[config.mk]
export PLATFORM = sky130hd
export DESIGN_NAME = ecc_oob_codec
export DESIGN_NICKNAME = d
export VERILOG_FILES = /design/src/rtl/ecc_oob_pkg.sv /design/src/rtl/ecc_field_store.sv /design/src/rtl/ecc_erase_det.sv /design/src/rtl/ecc_oob_codec.sv
export SDC_FILE = /design/constraint.sdc
export NUM_CORES = 1
export LEC_CHECK = 0
export ABC_AREA = 1
export ABC_CLOCK_PERIOD_IN_PS = 5600
export BUFFER_PORTS_ARGS = -buffer_cell sky130_fd_sc_hd__buf_2
export CAP_MARGIN = 10
export CORE_ASPECT_RATIO = 1.4
export CORE_MARGIN = 2
export CORE_UTILIZATION = 55
export DETAILED_ROUTE_END_ITERATION = 7
export GPL_TIMING_DRIVEN = 0
export PLACE_DENSITY = 0.75
export SLEW_MARGIN = 20
export SYNTH_ARGS = -nofsm -noshare
export SYNTH_HDL_FRONTEND = slang
export SYNTH_HIERARCHICAL = 1
export SYNTH_SLANG_ARGS = --single-unit
[constraint.sdc]
create_clock -name clk -period 5.6 [get_ports clk]
set_input_delay 0 -clock clk [delete_from_list [all_inputs] [get_ports clk]]
set_output_delay 0 -clock clk [all_outputs]
set_load 0.02 [all_outputs]
[src/rtl/ecc_oob_pkg.sv]
package ecc_oob_pkg;
  typedef enum logic [2:0] {
    ST_IDLE,
    ST_GATHER,
    ST_EMIT,
    ST_COLLECT,
    ST_LOAD
  } codec_st_e;
endpackage

[src/rtl/ecc_field_store.sv]
// Holds the packed 80-bit field. Words write two values at a time,
// bytes write eight field bits at a time; reads are by byte or by value.
module ecc_field_store #(
  parameter int VAL_W  = 10,
  parameter int VALS   = 8,
  parameter int WORD_W = 32,
  parameter int HI_LSB = 16,
  localparam int FIELD_W = VAL_W * VALS,
  localparam int NBYTES  = FIELD_W / 8,
  localparam int NWORDS  = VALS / 2,
  localparam int WIW     = $clog2(NWORDS),
  localparam int BIW     = $clog2(NBYTES),
  localparam int VIW     = $clog2(VALS)
) (
  input  logic              clk,
  input  logic              rst,
  input  logic              wd_en,
  input  logic [WIW-1:0]    wd_idx,
  input  logic [WORD_W-1:0] wd,
  input  logic              bw_en,
  input  logic [BIW-1:0]    bw_idx,
  input  logic [7:0]        bw,
  input  logic [BIW-1:0]    rb_idx,
  output logic [7:0]        rb,
  input  logic [VIW-1:0]    rv_idx,
  output logic [VAL_W-1:0]  rv
);
  localparam logic [WORD_W-1:0] LO_MASK  = (WORD_W'(1) << VAL_W) - WORD_W'(1);
  localparam logic [WORD_W-1:0] VAL_MASK = LO_MASK | (LO_MASK << HI_LSB);

  logic [FIELD_W-1:0] fld;
  logic [7:0]         byte_arr [NBYTES];
  logic [VAL_W-1:0]   val_arr  [VALS];
  logic               unused_word_bits;

  // bits outside the two value slots carry nothing
  assign unused_word_bits = ^(wd & ~VAL_MASK);

  always_ff @(posedge clk) begin
    if (rst) begin
      fld <= '0;
    end else begin
      for (int w = 0; w < NWORDS; w++) begin
        if (wd_en && wd_idx == WIW'(w))
          fld[w*2*VAL_W +: 2*VAL_W] <= {wd[HI_LSB +: VAL_W], wd[VAL_W-1:0]};
      end
      for (int b = 0; b < NBYTES; b++) begin
        if (bw_en && bw_idx == BIW'(b))
          fld[b*8 +: 8] <= bw;
      end
    end
  end

  for (genvar g = 0; g < NBYTES; g++) begin : g_bytes
    assign byte_arr[g] = fld[g*8 +: 8];
  end
  for (genvar g = 0; g < VALS; g++) begin : g_vals
    assign val_arr[g] = fld[g*VAL_W +: VAL_W];
  end

  assign rb = byte_arr[rb_idx];
  assign rv = val_arr[rv_idx];

  AST_BYTE_IDX_RANGE: assert property (@(posedge clk) disable iff (rst)
    bw_en |-> int'(bw_idx) < NBYTES);
  AST_ONE_WRITER: assert property (@(posedge clk) disable iff (rst)
    !(wd_en && bw_en));
endmodule

[src/rtl/ecc_erase_det.sv]
// Tracks whether every byte of the incoming field so far is 0xFF.
module ecc_erase_det (
  input  logic       clk,
  input  logic       rst,
  input  logic       en,
  input  logic       first,
  input  logic [7:0] din,
  output logic       field_ff
);
  logic all_ff_q;

  assign field_ff = (first | all_ff_q) & (din == 8'hFF);

  always_ff @(posedge clk) begin
    if (rst)     all_ff_q <= 1'b0;
    else if (en) all_ff_q <= field_ff;
  end

  AST_NON_FF_CLEARS: assert property (@(posedge clk) disable iff (rst)
    en && din != 8'hFF |=> !all_ff_q);
endmodule

[src/rtl/ecc_oob_codec.sv]
module ecc_oob_codec
  import ecc_oob_pkg::*;
#(
  parameter int VAL_W  = 10,
  parameter int VALS   = 8,
  parameter int WORD_W = 32,
  parameter int HI_LSB = 16,
  localparam int VIW   = $clog2(VALS)
) (
  input  logic              clk,
  input  logic              rst,
  input  logic              mode_rd,
  input  logic [WORD_W-1:0] wr_word,
  input  logic              wr_word_valid,
  output logic              wr_word_ready,
  output logic [7:0]        ob_data,
  output logic              ob_valid,
  input  logic              ob_ready,
  input  logic [7:0]        ib_data,
  input  logic              ib_valid,
  output logic              ib_ready,
  output logic              ld_valid,
  output logic [VAL_W-1:0]  ld_data,
  output logic [VIW-1:0]    ld_idx,
  output logic              done,
  output logic              done_erased
);
  localparam int FIELD_W = VAL_W * VALS;
  localparam int NBYTES  = FIELD_W / 8;
  localparam int NWORDS  = VALS / 2;
  localparam int WIW     = $clog2(NWORDS);
  localparam int BIW     = $clog2(NBYTES);
  localparam logic [WIW-1:0] LAST_W = WIW'(NWORDS - 1);
  localparam logic [BIW-1:0] LAST_B = BIW'(NBYTES - 1);
  localparam logic [VIW-1:0] LAST_V = VIW'(VALS - 1);

  codec_st_e        st;
  logic [WIW-1:0]   word_cnt;
  logic [BIW-1:0]   byte_cnt;
  logic [VIW-1:0]   val_cnt;
  logic             w_hs, i_hs, o_hs;
  logic [VAL_W-1:0] rv;
  logic             field_ff;
  logic             ld_valid_q, done_q, er_q;
  logic [VAL_W-1:0] ld_data_q;
  logic [VIW-1:0]   ld_idx_q;

  assign wr_word_ready = (st == ST_GATHER);
  assign ib_ready      = (st == ST_COLLECT);
  assign ob_valid      = (st == ST_EMIT);
  assign w_hs = wr_word_valid & wr_word_ready;
  assign i_hs = ib_valid & ib_ready;
  assign o_hs = ob_valid & ob_ready;

  ecc_field_store #(
    .VAL_W(VAL_W), .VALS(VALS), .WORD_W(WORD_W), .HI_LSB(HI_LSB)
  ) u_store (
    .clk(clk), .rst(rst),
    .wd_en(w_hs), .wd_idx(word_cnt), .wd(wr_word),
    .bw_en(i_hs), .bw_idx(byte_cnt), .bw(ib_data),
    .rb_idx(byte_cnt), .rb(ob_data),
    .rv_idx(val_cnt), .rv(rv)
  );

  ecc_erase_det u_erase (
    .clk(clk), .rst(rst), .en(i_hs),
    .first(byte_cnt == '0), .din(ib_data), .field_ff(field_ff)
  );

  always_ff @(posedge clk) begin
    if (rst) begin
      st         <= ST_IDLE;
      word_cnt   <= '0;
      byte_cnt   <= '0;
      val_cnt    <= '0;
      ld_valid_q <= 1'b0;
      ld_data_q  <= '0;
      ld_idx_q   <= '0;
      done_q     <= 1'b0;
      er_q       <= 1'b0;
    end else begin
      done_q     <= 1'b0;
      er_q       <= 1'b0;
      ld_valid_q <= 1'b0;
      unique case (st)
        ST_IDLE: begin
          word_cnt <= '0;
          byte_cnt <= '0;
          if (mode_rd && ib_valid)            st <= ST_COLLECT;
          else if (!mode_rd && wr_word_valid) st <= ST_GATHER;
        end
        ST_GATHER: if (w_hs) begin
          if (word_cnt == LAST_W) begin
            st       <= ST_EMIT;
            byte_cnt <= '0;
          end else begin
            word_cnt <= word_cnt + 1'b1;
          end
        end
        ST_EMIT: if (o_hs) begin
          if (byte_cnt == LAST_B) begin
            st     <= ST_IDLE;
            done_q <= 1'b1;
          end else begin
            byte_cnt <= byte_cnt + 1'b1;
          end
        end
        ST_COLLECT: if (i_hs) begin
          if (byte_cnt == LAST_B) begin
            if (field_ff) begin
              st     <= ST_IDLE;
              done_q <= 1'b1;
              er_q   <= 1'b1;
            end else begin
              st      <= ST_LOAD;
              val_cnt <= LAST_V;
            end
          end else begin
            byte_cnt <= byte_cnt + 1'b1;
          end
        end
        ST_LOAD: begin
          ld_valid_q <= 1'b1;
          ld_data_q  <= rv;
          ld_idx_q   <= val_cnt;
          if (val_cnt == '0) begin
            st     <= ST_IDLE;
            done_q <= 1'b1;
          end else begin
            val_cnt <= val_cnt - 1'b1;
          end
        end
        default: st <= ST_IDLE;
      endcase
    end
  end

  assign ld_valid    = ld_valid_q;
  assign ld_data     = ld_data_q;
  assign ld_idx      = ld_idx_q;
  assign done        = done_q;
  assign done_erased = er_q;

  AST_EMIT_HOLD: assert property (@(posedge clk) disable iff (rst)
    ob_valid && !ob_ready |=> ob_valid && $stable(ob_data));
  AST_ERASED_SILENT: assert property (@(posedge clk) disable iff (rst)
    done_erased |-> done && !ld_valid);
  AST_LOAD_FIRST: assert property (@(posedge clk) disable iff (rst)
    $rose(ld_valid) |-> ld_idx == LAST_V);
  AST_LOAD_STEP: assert property (@(posedge clk) disable iff (rst)
    ld_valid && ld_idx != '0 |=> ld_valid && ld_idx == $past(ld_idx) - 1'b1);
  AST_BUSY_CLOSED: assert property (@(posedge clk) disable iff (rst)
    (ob_valid || ld_valid) |-> !wr_word_ready && !ib_ready);
  AST_DONE_PULSE: assert property (@(posedge clk) disable iff (rst)
    done |=> !done);
  AST_LOAD_END: assert property (@(posedge clk) disable iff (rst)
    ld_valid && ld_idx == '0 |-> done && !done_erased);
endmodule

# Word level (Yosys, flattened, before mapping)
# Index checks and enable logic that the tools add are counted.
# Widths: inputs -> output; s select.
op_classes:
  n_addsub: 3
  n_mul: 0
  n_div: 0
  order_cmp: 2
  n_eq_ne: 28
  shift: 0
  n_mux: 53
  bitwise_logic: 8
  reduce_logical: 41
ops:
  columns: ["cell", "count"]
  rows:
  - ["$mux 8", 12]
  - ["$mux 20", 4]
  - ["$mux 3", 14]
  - ["$bmux 8 s4", 1]
  - ["$bmux 10 s3", 1]
  - ["$reduce_bool 2->1", 14]
  - ["$mux 10", 2]
  - ["$mux 4", 5]
  - ["$eq 4x3->1 const B", 4]
  - ["$logic_and 1x1->1", 16]
  - ["$pmux 4 s4", 1]
  - ["$pmux 3 s5", 1]
  - ["$ne 2x1->1 const B", 6]
  - ["$reduce_and 5->1", 2]
  - ["$eq 4x2->1 const B", 2]
  - ["$eq 4x4->1 const B", 2]
  - ["$eq 8x8->1 const B", 1]
  - ["$ne 2x2->1 const B", 4]
  - ["$reduce_and 8->1", 1]
  - ["$mux 1", 7]
  - ["$eq 3x2->1 const B", 2]
  - ["$logic_not 3->1", 2]
  - ["$pmux 3 s2", 1]
  - ["$ge 5x5->1 const B", 1]
  - ["24 further kinds", 29]
totals:
  regBits: 109
  latchBits: 0
  ramBits: 0
  romBits: 0
  inputBits: 46
  wordCells: 157
  memories: 0

# Logic depth before layout (Yosys ltp)
logic_depth:
  depth_word: 7
  depth_mapped: 14

# By module
# The synthesis kept the hierarchy.
modules_own_cells:
  columns: ["mod", "instances", "cells_each", "area_per_inst_um2", "seq_area_each_um2"]
  rows:
  - ["ecc_field_store", 1, 944, 5607.9, 1601.5]
  - ["ecc_oob_codec", 1, 199, 1376.3, 560.5]
  - ["ecc_erase_det", 1, 12, 83.8, 20.0]

# Worst setup path after synthesis
# No wires, ideal clock.
synth_path:
  path_kind: "reg2reg"
  startpoint: "reg st[0]"
  endpoint: "reg u_store.fld[37]"
  setup_time_ns: 0.116
  t_arrival_ns: 1.638
  required_time_ns: 5.484
  setup_slack_ns: 3.845
  stages_incl_launch_ff: 10
  n_path_buf: 2
  cell_sequence: "dfxtp_1 -> inv_2 -> nor3_2 -> buf_4 -> nand3_4 -> nor2_4 -> buf_6 -> nand2_1 -> nand2_1 -> a21oi_2"
synth_between:
  elab_chain_len: 4
  elab_cells_between_ends: 8
synth_lines:
  columns: ["element", "line", "source"]
  rows:
  - ["from (decl)", "ecc_oob_codec.sv:37", "codec_st_e st;"]
  - ["from (signal assigned)", "ecc_oob_codec.sv:72", "st <= ST_IDLE;"]
  - ["from (signal assigned)", "ecc_oob_codec.sv:89", "if (mode_rd && ib_valid) st <= ST_COLLECT;"]
  - ["from (signal assigned)", "ecc_oob_codec.sv:90", "else if (!mode_rd && wr_word_valid) st <= ST_GATHER;"]
  - ["$eq 3x2->1 (*)", "ecc_oob_codec.sv:49", "assign ib_ready = (st == ST_COLLECT);"]
  - ["$and 1x1->1 (*)", "ecc_oob_codec.sv:52", "assign i_hs = ib_valid & ib_ready;"]
  - ["net i_hs", "ecc_oob_codec.sv:41", "logic w_hs, i_hs, o_hs;"]
  - ["$logic_and 1x1->1 (*)", "ecc_field_store.sv:48", "if (bw_en && bw_idx == BIW'(b))"]
  - ["$mux 8 / $reduce_bool 2->1 (equally long branches)", null, null]
  - ["to (signal, indexed assignment)", "ecc_field_store.sv:45", "fld[w*2*VAL_W +: 2*VAL_W] <= {wd[HI_LSB +: VAL_W], wd[VAL_W-1:0]};"]
  - ["to (signal, indexed assignment)", "ecc_field_store.sv:49", "fld[b*8 +: 8] <= bw;"]
  - ["to (decl)", "ecc_field_store.sv:31", "logic [FIELD_W-1:0] fld;"]
# Mark *: on every way through the listed nets, which the timed path passes. The rest lies on a longest branch.
# A chain may end at the register's enable or synchronous reset.

# Worst setup path after layout
layout_path:
  startpoint: "reg byte_cnt[1]"
  endpoint: "out ob_data[2]"
layout_between:
  elab_chain_len: 4
layout_lines:
  columns: ["element", "line", "source"]
  rows:
  - ["from (decl)", "ecc_oob_codec.sv:39", "logic [BIW-1:0] byte_cnt;"]
  - ["from (signal assigned)", "ecc_oob_codec.sv:105", "byte_cnt <= byte_cnt + 1'b1;"]
  - ["from (signal assigned)", "ecc_oob_codec.sv:119", "byte_cnt <= byte_cnt + 1'b1;"]
  - ["$not 4->5 (not written as such)", "ecc_field_store.sv:61", "assign rb = byte_arr[rb_idx];"]
  - ["$bmux 8 s4", "ecc_field_store.sv:61", null]
  - ["$mux 8 (not written as such) (2 in a row)", "ecc_field_store.sv:61", null]
  - ["to (decl)", "ecc_oob_codec.sv:16", "output logic [7:0] ob_data,"]
# No other way between the ends. The select of a mux whose other input is x is not followed.

==> out/qor.txt <==
Fmax = 422.7 MHz
Worst skew pair latency = 0.36 ns
Core box area = 0.01269 mm^2
Slew @ Worst Pin = 0.7353 ns
RSZ-0062 raised after global routing = no
Crit path capture type = output port
Fin nets = 1297
Max-cap viol count = 0
Layout fillers = 1272
TritonCTS clock tree = yes
Synth Cell Area = 0.007068 mm^2
Post-synth top cells = 377 x nand2_1, 109 x dfxtp_1, 107 x inv_1, 95 x a21oi_1, 93 x nor2_1
Antenna viol nets, final = 0
Ys async rst share = 0%
First-pass GRT wire length = 41020 um
Clock sink count = 109
Clk_skew = 0.01211 ns
Hold crit path type = in -> reg
Reg2reg start = val_cnt[0]
Ranking of synthesized cells by area = dfxtp_1 31%, nand2_1 20%, a21oi_1 6.7%
Int Power = 1.533 mW
Cells on worst reg2reg path = 8
P_sw = 1.285 mW
CP Cell Sequence = buf_2, buf_1, nand3_1, nand3_1, nand3_1, nand2_1, buf_2
Gpl congestion = 1.066
Area growth syn-to-layout = 13.68%
Initial antenna violation count = 0
Die Ht = 138.1 um
Max clock buf depth = 2
Startpoint type of the worst setup path = flop
Largest net degree at the start of global routing = 20
Share of the yosys chip area belonging to registers = 30.87%
CP Launch Point = byte_cnt[1]
Period minus WS final = 2.366 ns
Comb power frac = 43.9%
Post-cts resize count = 0
Total congestion overflow = 0
Worst VDD drop = 0.1707 mV
GRT Overall Usage = 39.80%
Via count = 8106
Netlist cell types = 35
Pwr dens = 350.8 mW/mm^2
Gate Count Post-Synth = 1155
Max-slew violation count = 0
CTS Buf Count = 9
Fin crit share = 42.24%
Top FF cell, synth = dfxtp_1
Drt pass-1 iters = 5
Crit Path Category = reg -> out
Syn_nets = 1207
Critical path data required time = 5.60 ns
Hold Path Depth = 3
Slowest cell on crit path = dfxtp_1
Number of global-route vias before repair = 7098
Seq pwr share = 33.3%
Worst Hold End = u_store/fld[50]
Die area = 0.01379 mm^2
Clock transition at path regs = 0.08 ns
Routed len/inst = 19.93 um
Hold_sp = wr_word[16]
Setup violators final = 0
# rows = 49
Layout cell share with drive strength beyond 1 = 15.44%
Worst relative slew slack = 50.46%
Leakage dissipation = 3.529 nW
Dominant cell type by area after synthesis = dfxtp_1
Clock Power Share = 22.8%
Vias/cell = 5.778
Worst R2R End = ld_data[8]
Starting Density = 55.69%
Slowest cell delay on critical path = 0.59 ns
Status = complete, no violations
DR iter-0 viols = 662
Switching share of total power = 45.60%
Synth Warn # = 6
Crit Path Max Fanout = 10
Syn avg cell area = 6.120 um^2
H-tree lvl count = 3
Total negative slack = 0 ns
Ports = 73
Hold Vio Cnt, Final = 0
Yosys reg bits = 109
Final Routed Wirelength = 27960 um
# diodes = 0
CP arrival = 2.37 ns
Crit-path most repeated cell = nand3_1
Root Driver = clkbuf_16
R2R setup slack = 3.27 ns
Top-count cell post-synth = nand2_1
Port buffer count = 60
Post-synth top area share = 30.87%
Chip width = 99.81 um
Number of flops mapped to enable cells by yosys = 0
DRC Markers = 0
Placed wire-length estimate = 21180 um
Fin util = 63.31%
## layout make-up
| type | count | area [um^2] | share of cell area (%) |
|---|---|---|---|
| Multi-Input combinational cell | 859 | 4108 | 51.12 |
| Sequential cell | 109 | 2182 | 27.16 |
| Timing Repair Buffer | 79 | 490.5 | 6.104 |
| Inverter | 121 | 454.2 | 5.652 |
| Buffer | 66 | 324.1 | 4.033 |
| Clock buffer | 10 | 229.0 | 2.850 |
| Tap cell | 153 | 191.4 | 2.382 |
| Clock inverter | 6 | 56.30 | 0.7007 |
## cells in the final DEF (no fill, tap or decap), types with 2 or more instances in the layout
cell type and count:
clkbuf_1 33, clkbuf_16 9, o21ai_0 64, ha_1 6, nand3_2 7, a21oi_1 95, buf_1 2, dfxtp_1 109
buf_4 2, dlygate4sd3_1 19, clkinv_4 3, buf_6 5, nor3_1 2, nand3_1 70, nand4_1 2, nor2_1 93
clkinv_1 3, xnor2_1 2, inv_1 107, nor2_4 6, o21ai_1 48, nor2_2 5, inv_8 2, nand2_2 2
a21oi_2 49, inv_2 11, buf_2 85, and3_1 20, nand2_1 377, nor3_2 2
## timing repair
item,in CTS,in global routing
hold endpoints to repair,45,0
setup buffers,0,0
hold buffers,19,0
## power by group through the flow
stage | combinational, mW | sequential (mW) | clock [mW]
3_3_place_gp | 1.18 | 0.950 | 0
5_1_grt | 1.35 | 0.945 | 0.670
6_report | 1.24 | 0.938 | 0.643
2_1_floorplan | 0.831 | 0.923 | 0
3_5_place_dp | 1.19 | 0.951 | 0
4_1_cts | 1.21 | 0.933 | 0.647
## critical path: cells and delay by family, from the launching register on
family                 cells  cell delay [ns]
flip-flops                 1             0.59
buffers and inverters      3             0.92
AND/OR/NAND/NOR            4             0.49
## per-stage QoR
stage	cell area (um^2)	std cells	hold WS, ns	setup WS, ns	total power [mW]
floorplan	7068	1155	0.1361	3.845	1.754
global placement	7560	1368	0.3303	3.500	2.133
detailed placement	7560	1368	0.3373	3.506	2.140
CTS	8035	1403	0.005360	3.274	2.785
global route	8035	1403	0.02826	3.054	2.968
finish	8035	1403	0.02236	3.234	2.819
## logic make-up (layout without fill, tap and decap cells)
logic type	Yosys count	in the layout	share of synthesized area, %
fa+ha+maj	6	6	1.062
flops	109	109	30.87
buf+inv	187	282	11.01
simple gates	590	590	35.53
xor+xnor	2	2	0.2479
compound gates	261	261	21.28
## flip-flops by register name, summed over array words and instances, names as in the netlist, 2 cells and up
signal       flops
ld_data         10
ld_idx           3
val_cnt          3
st               3
byte_cnt         4
word_cnt         2
u_store/fld     80
## worst max path at each step
stage | end | cells after the start
finish | ob_data[2] | 7
global route | ob_data[5] | 8
CTS | ob_data[2] | 7
detailed placement | val_cnt[0] | 13
global placement | ld_data[8] | 8
floorplan | u_store/fld[37] | 9
## per-layer routing
| layer | routed length, um | track usage, % |
|---|---|---|
| met4 | 2310 | 27.69 |
| met3 | 2633 | 5.308 |
| met1 | 10410 | 49.86 |
| met2 | 12610 | 62.66 |
| met5 | 0 | 0 |
(Power assumes the default switching activity.)
